<file path="src/rtl/rit_pkg.sv">
package rit_pkg;

    typedef enum logic {
        TMR_IDLE  = 1'b0,
        TMR_ARMED = 1'b1
    } tmr_state_e;

    typedef enum logic {
        TRK_IDLE = 1'b0,
        TRK_PEND = 1'b1
    } trk_state_e;

    typedef enum logic {
        DIR_RD = 1'b0,
        DIR_WR = 1'b1
    } bus_dir_e;

    localparam int NUM_TRACKERS = 2;
    localparam int FLIGHT_SRCS  = 4;

endpackage

</file>
<file path="src/rtl/rit_sat_counter.sv">
module rit_sat_counter #(
    parameter int W    = 4,
    parameter int NSRC = 1
) (
    input  logic            clk,
    input  logic            rst_n,
    input  logic [NSRC-1:0] inc,
    input  logic [NSRC-1:0] dec,
    output logic [W-1:0]    cnt,
    output logic            undf
);
    localparam int SW = W + $clog2(NSRC + 1) + 1;
    localparam logic [SW-1:0] MAXV = SW'((64'd1 << W) - 64'd1);

    logic [SW-1:0] n_inc;
    logic [SW-1:0] n_dec;
    logic [SW-1:0] sum;
    logic [SW-1:0] diff;
    logic [W-1:0]  cnt_n;

    always_comb begin
        n_inc = '0;
        n_dec = '0;
        for (int i = 0; i < NSRC; i++) begin
            n_inc = n_inc + SW'(inc[i]);
            n_dec = n_dec + SW'(dec[i]);
        end
        sum  = SW'(cnt) + n_inc;
        diff = '0;
        undf = 1'b0;
        if (sum < n_dec) begin
            undf  = 1'b1;
            cnt_n = cnt;
        end else begin
            diff = sum - n_dec;
            if (diff > MAXV) begin
                cnt_n = MAXV[W-1:0];
            end else begin
                cnt_n = diff[W-1:0];
            end
        end
    end

    always_ff @(posedge clk or negedge rst_n) begin
        if (!rst_n) begin
            cnt <= '0;
        end else begin
            cnt <= cnt_n;
        end
    end

endmodule

</file>
<file path="src/rtl/rit_event_tracker.sv">
module rit_event_tracker
    import rit_pkg::*;
(
    input  logic clk,
    input  logic rst_n,
    input  logic start,
    input  logic finish,
    output logic add_evt,
    output logic del_evt
);
    trk_state_e state_q;
    trk_state_e state_n;

    always_ff @(posedge clk or negedge rst_n) begin
        if (!rst_n) begin
            state_q <= TRK_IDLE;
        end else begin
            state_q <= state_n;
        end
    end

    always_comb begin
        state_n = state_q;
        add_evt = 1'b0;
        del_evt = 1'b0;
        unique case (state_q)
            TRK_IDLE: begin
                if (start) begin
                    state_n = TRK_PEND;
                    add_evt = 1'b1;
                end
            end
            TRK_PEND: begin
                if (finish) begin
                    state_n = TRK_IDLE;
                    del_evt = 1'b1;
                end
            end
            default: state_n = TRK_IDLE;
        endcase
    end

endmodule

</file>
<file path="src/rtl/rit_wdone_timer.sv">
module rit_wdone_timer
    import rit_pkg::*;
#(
    parameter int DLY_W = 4
) (
    input  logic             clk,
    input  logic             rst_n,
    input  logic             issue,
    input  logic [DLY_W-1:0] dly,
    output logic             arm_new,
    output logic             expire
);
    localparam logic [DLY_W-1:0] ONE = DLY_W'(1);

    tmr_state_e       state_q;
    tmr_state_e       state_n;
    logic [DLY_W-1:0] rem_q;
    logic [DLY_W-1:0] rem_n;
    logic [DLY_W-1:0] eff;

    assign eff = (dly == '0) ? ONE : dly;

    always_ff @(posedge clk or negedge rst_n) begin
        if (!rst_n) begin
            state_q <= TMR_IDLE;
            rem_q   <= '0;
        end else begin
            state_q <= state_n;
            rem_q   <= rem_n;
        end
    end

    always_comb begin
        state_n = state_q;
        rem_n   = rem_q;
        arm_new = 1'b0;
        expire  = 1'b0;
        unique case (state_q)
            TMR_IDLE: begin
                if (issue) begin
                    state_n = TMR_ARMED;
                    rem_n   = eff;
                    arm_new = 1'b1;
                end
            end
            TMR_ARMED: begin
                if (issue && (eff > rem_q)) begin
                    rem_n = eff;
                end else if (rem_q <= ONE) begin
                    state_n = TMR_IDLE;
                    rem_n   = '0;
                    expire  = 1'b1;
                end else begin
                    rem_n = rem_q - ONE;
                end
            end
            default: begin
                state_n = TMR_IDLE;
                rem_n   = '0;
            end
        endcase
    end

endmodule

</file>
<file path="src/rtl/rank_idle_tracker.sv">
module rank_idle_tracker
    import rit_pkg::*;
#(
    parameter int CNT_W = 4,
    parameter int DLY_W = 4
) (
    input  logic             clk,
    input  logic             rst_n,
    input  logic             rd_enq,
    input  logic             wr_enq,
    input  logic             rd_issue,
    input  logic             rd_resp,
    input  logic             wr_issue,
    input  logic [DLY_W-1:0] wr_dly,
    input  logic             pre_sched,
    input  logic             pre_done,
    input  logic             ref_start,
    input  logic             ref_done,
    input  logic             ref_running,
    input  logic             next_dir_wr,
    output logic [CNT_W-1:0] rd_count,
    output logic [CNT_W-1:0] wr_count,
    output logic [CNT_W-1:0] flight_count,
    output logic             lp_ready,
    output logic             force_sref_exit,
    output logic             flight_err
);
    logic [NUM_TRACKERS-1:0] trk_start;
    logic [NUM_TRACKERS-1:0] trk_finish;
    logic [NUM_TRACKERS-1:0] trk_add;
    logic [NUM_TRACKERS-1:0] trk_del;
    logic                    tmr_arm;
    logic                    tmr_exp;
    logic [FLIGHT_SRCS-1:0]  fl_inc;
    logic [FLIGHT_SRCS-1:0]  fl_dec;
    logic                    fl_undf;
    logic                    rd_undf_unused;
    logic                    wr_undf_unused;
    logic                    queues_empty;
    bus_dir_e                dir;
    logic                    err_q;

    // index 0: precharge completion, index 1: pending refresh
    assign trk_start  = {ref_start, pre_sched};
    assign trk_finish = {ref_done,  pre_done};

    for (genvar g = 0; g < NUM_TRACKERS; g++) begin : g_trk
        rit_event_tracker u_trk (
            .clk     (clk),
            .rst_n   (rst_n),
            .start   (trk_start[g]),
            .finish  (trk_finish[g]),
            .add_evt (trk_add[g]),
            .del_evt (trk_del[g])
        );
    end

    rit_wdone_timer #(.DLY_W(DLY_W)) u_tmr (
        .clk     (clk),
        .rst_n   (rst_n),
        .issue   (wr_issue),
        .dly     (wr_dly),
        .arm_new (tmr_arm),
        .expire  (tmr_exp)
    );

    rit_sat_counter #(.W(CNT_W), .NSRC(1)) u_rd_cnt (
        .clk   (clk),
        .rst_n (rst_n),
        .inc   (rd_enq),
        .dec   (rd_resp),
        .cnt   (rd_count),
        .undf  (rd_undf_unused)
    );

    rit_sat_counter #(.W(CNT_W), .NSRC(1)) u_wr_cnt (
        .clk   (clk),
        .rst_n (rst_n),
        .inc   (wr_enq),
        .dec   (wr_issue),
        .cnt   (wr_count),
        .undf  (wr_undf_unused)
    );

    assign fl_inc = {rd_issue, tmr_arm, trk_add[1], trk_add[0]};
    assign fl_dec = {rd_resp,  tmr_exp, trk_del[1], trk_del[0]};

    rit_sat_counter #(.W(CNT_W), .NSRC(FLIGHT_SRCS)) u_fl_cnt (
        .clk   (clk),
        .rst_n (rst_n),
        .inc   (fl_inc),
        .dec   (fl_dec),
        .cnt   (flight_count),
        .undf  (fl_undf)
    );

    always_ff @(posedge clk or negedge rst_n) begin
        if (!rst_n) begin
            err_q <= 1'b0;
        end else if (fl_undf) begin
            err_q <= 1'b1;
        end
    end

    assign flight_err = err_q;
    assign dir        = bus_dir_e'(next_dir_wr);

    always_comb begin
        unique case (dir)
            DIR_RD:  queues_empty = (rd_count == '0);
            DIR_WR:  queues_empty = (wr_count == '0);
            default: queues_empty = 1'b0;
        endcase
        lp_ready        = queues_empty && (ref_running || (flight_count == '0));
        force_sref_exit = (rd_count != '0) || ((dir == DIR_WR) && (wr_count != '0));
    end

endmodule

</file>
<file path="config.mk">
export PLATFORM = sky130hd
export DESIGN_NAME = rank_idle_tracker
export DESIGN_NICKNAME = d
export VERILOG_FILES = /design/src/rtl/rit_pkg.sv /design/src/rtl/rit_sat_counter.sv /design/src/rtl/rit_event_tracker.sv /design/src/rtl/rit_wdone_timer.sv /design/src/rtl/rank_idle_tracker.sv
export SDC_FILE = /design/constraint.sdc
export NUM_CORES = 1
export LEC_CHECK = 0
export ABC_AREA = 0
export BUFFER_PORTS_ARGS = -buffer_cell sky130_fd_sc_hd__buf_2
export CAP_MARGIN = 25
export CORE_ASPECT_RATIO = 1.4
export CORE_MARGIN = 10
export CORE_UTILIZATION = 45
export CTS_BUF_LIST = sky130_fd_sc_hd__clkbuf_4 sky130_fd_sc_hd__clkbuf_8 sky130_fd_sc_hd__clkbuf_16
export DETAILED_ROUTE_END_ITERATION = 6
export PLACE_DENSITY = 0.66
export SLEW_MARGIN = 20
export SYNTH_ARGS = -nofsm -noshare
export SYNTH_HDL_FRONTEND = slang
export SYNTH_SLANG_ARGS = --single-unit
</file>
<file path="constraint.sdc">
create_clock -name clk -period 9.51 [get_ports clk]
set_clock_uncertainty 0.15 [all_clocks]
set_input_delay 0.4755 -clock clk [delete_from_list [all_inputs] [get_ports clk]]
set_output_delay 0.4755 -clock clk [all_outputs]
set_load 0.02 [all_outputs]
</file>
==> impl_metrics.yaml <==
run_status:
  outcome: "finished clean"
logic_synthesis:
  async_reset_ff_share_pct: 100
  synthFlopType: "dfrtp_1"
  synth_fp_nets: 274
  ys_seq_elements: 20
  yosys_warnings: 0
  synth_top_area_cell: "dfrtp_1"
  yosys.area.top_type_share_pct: 26.1
  synth_edf_count: 0
  synth.cell_area_sq_um: 1920
  synth-seq-area-share_pct: 26.1
  yosysUniqueCellTypes: 53
  synthCells: 228
  avgSynthCellArea_sq_um: 8.42
  synth_area_leaders: "dfrtp_1 (26%), ha_1 (16%), inv_1 (5.7%)"
timing:
  hold_violations: 0
  rsz0062_at_grt: "false"
  fmax_mhz: 243
  fin_ws_ps: 5400
  setup_tns_ps: 0
  drv_slew: 0
  worst_pin_slew_ps: 467
  setup_violations: 0
  min_period_over_period_pct: 43.2
  slew_headroom_pct: 68.9
  period_minus_slack_ps: 4110
clocking:
  cts_setup_buffers: 0
  postCtsHoldBufs: 0
  htree_levels: 1
  numCtsBuffers: 3
  insertion_delay_ps: 260
  clock-root-buffer: "clkbuf_8"
  clkTransAtPathRegs_ps: 80
  cts_tree: "built"
  cts.sinks: 20
  cts_buffer_depth: 2
  cts.repair.resized: 0
route:
  dr.pass1.iters: 4
  via_per_inst: 5.58
  wl_per_cell_um: 14.0
  postRouteWirelength_um: 4170
  drt_iter0_markers: 69
  ant_nets: 0
  drc: 0
  via_count: 1669
grt:
  antenna_found_initial: 0
  grt_pass1_vias: 1623
  track_usage_pct: 11.6
  gr-total-overflow: 0
  grt_max_degree: 21
  grt_pass1_wl_um: 7040
layout:
  fillers: 419
  nNetsFinal: 301
  seqCellArea_sq_um: 500
  post-route-util_pct: 51.5
  layout-drive-gt1-share_pct: 18.1
  multi_input_area_sq_um: 1270
  area_growth_pct: 11.8
  diodes: 0
setup_path:
  arrival_ps: 4110
  start_kind: "primary input"
  path_class: "in -> reg"
  cp_max_fo: 5
  critPathRequiredTime_ps: 9510
  critPathCaptureType: "flip-flop"
worst_hold_path:
  hold_path_class: "in -> async"
placement:
  portBuffers: 31
  dp_slack_ps: 5100
  gp_congestion: 0.845
  hpwl_um: 3490
power:
  power_uw: 821
  max-vdd-ir-drop_mv: 0.233
  leakagePower_nw: 1.03
  power_density_nw_per_um2: 382
job:
  maxCapViolCount: 0
floorplan:
  die_x_um: 75.2
  row_count: 28
  initial_core_util_pct: 46.0
  core-area_sq_um: 4170
  die_area_sq_um: 7310
  num_io_pins: 32
  die_y_um: 97.3
-- flip-flops by register name, indices dropped and copies added, names as in the netlist --
signal	count
u_fl_cnt.cnt	4
u_rd_cnt.cnt	4
u_tmr.rem_q	4
u_wr_cnt.cnt	4
g_trk.u_trk.state_q	2
flight_err	1
u_tmr.state_q	1
-- power breakdown --
group / internal, mW / switching (mW)
Sequential: 0.129 / 0.0591
Clock: 0.0368 / 0.0293
Combinational: 0.252 / 0.314
Total: 0.418 / 0.403
-- through the flow --
step | hold slack [ps] | instances | cell area (sq um)
after floorplan | 29.9 | 228 | 1920
after global placement | 300 | 295 | 2090
after detailed placement | 307 | 295 | 2090
after CTS | 21.2 | 299 | 2150
after global routing | 45.6 | 299 | 2150
final | 4.09 | 299 | 2150
-- path summary, 6_finish.rpt --
check	endpoint	from	slack, ps	cells past startpoint
setup / recovery	u_fl_cnt.cnt[3]	wr_dly[1]	5400	19
hold / removal	u_wr_cnt.cnt[2]	rst_n	4	1
setup reg to reg	u_fl_cnt.cnt[3]	u_tmr.rem_q[3]	5400	16
hold reg to reg	flight_err	flight_err	340	1
max in group asynchronous	g_trk[0].u_trk.state_q	rst_n	8870	1
min in group clk	u_tmr.rem_q[3]	wr_dly[3]	320	2
-- critical path: stages --
cell and delay, ps:
buf_2 120, nor3_1 170, nor2_1 80, ha_1 270, nand4_1 110, a21oi_1 250, a31o_2 180, nand2_1 70
fa_1 440, inv_1 70, ha_1 160, inv_1 60, fa_1 430, a211oi_1 260, ha_1 240, nand2_1 70
o31a_1 260, a2111oi_2 350, a21oi_1 70
-- layout by cell type, fill, tap and decap left out, types with 3 or more instances in the layout --
master	count
nand2_1	18
inv_1	29
nand3_1	7
a2bb2oi_1	4
o31a_1	3
clkbuf_8	4
nor2b_1	8
nand4_1	3
o21ai_0	16
fa_1	4
nor2_1	14
a21oi_1	11
ha_1	25
nand2b_1	5
nor3_1	5
buf_2	31
dfrtp_1	20
-- area by class of cell --
class / count / area share (%)
clock buffer: 4 / 2.57
inverter: 29 / 5.07
multi-input combinational: 170 / 59.2
tap: 45 / 2.62
sequential: 20 / 23.3
timing repair buffer: 31 / 7.23
-- cell usage after synthesis (5+ instances only) --
library cell   n
nand3_1        7
inv_1         29
nand2b_1       5
nand2_1       18
nor2b_1        8
dfrtp_1       20
nor2_1        14
o21ai_0       16
a21oi_1       11
ha_1          25
clkbuf_1       6
nor3_1         5
-- layer usage --
layer	vias to the layer above	wire length, um	GRT usage (%)
met1	779	1810	13.9
met2	21	2120	20.2
met5	-	0	0
met4	0	34	3.59
met3	2	199	1.74
li1	867	-	-
-- logic make-up after synthesis --
family,count (synthesis),share of synthesized area (%)
buffers and inverters,38,7.76
adder cells (fa/ha/maj),29,20.5
flip-flops,20,26.1
XOR/XNOR,4,1.83
AO/OA/AOI/OAI,64,24.3
AND/OR/NAND/NOR,70,18.0
multiplexers,3,1.63
No activity file was read; power rests on OpenSTA's default activity.
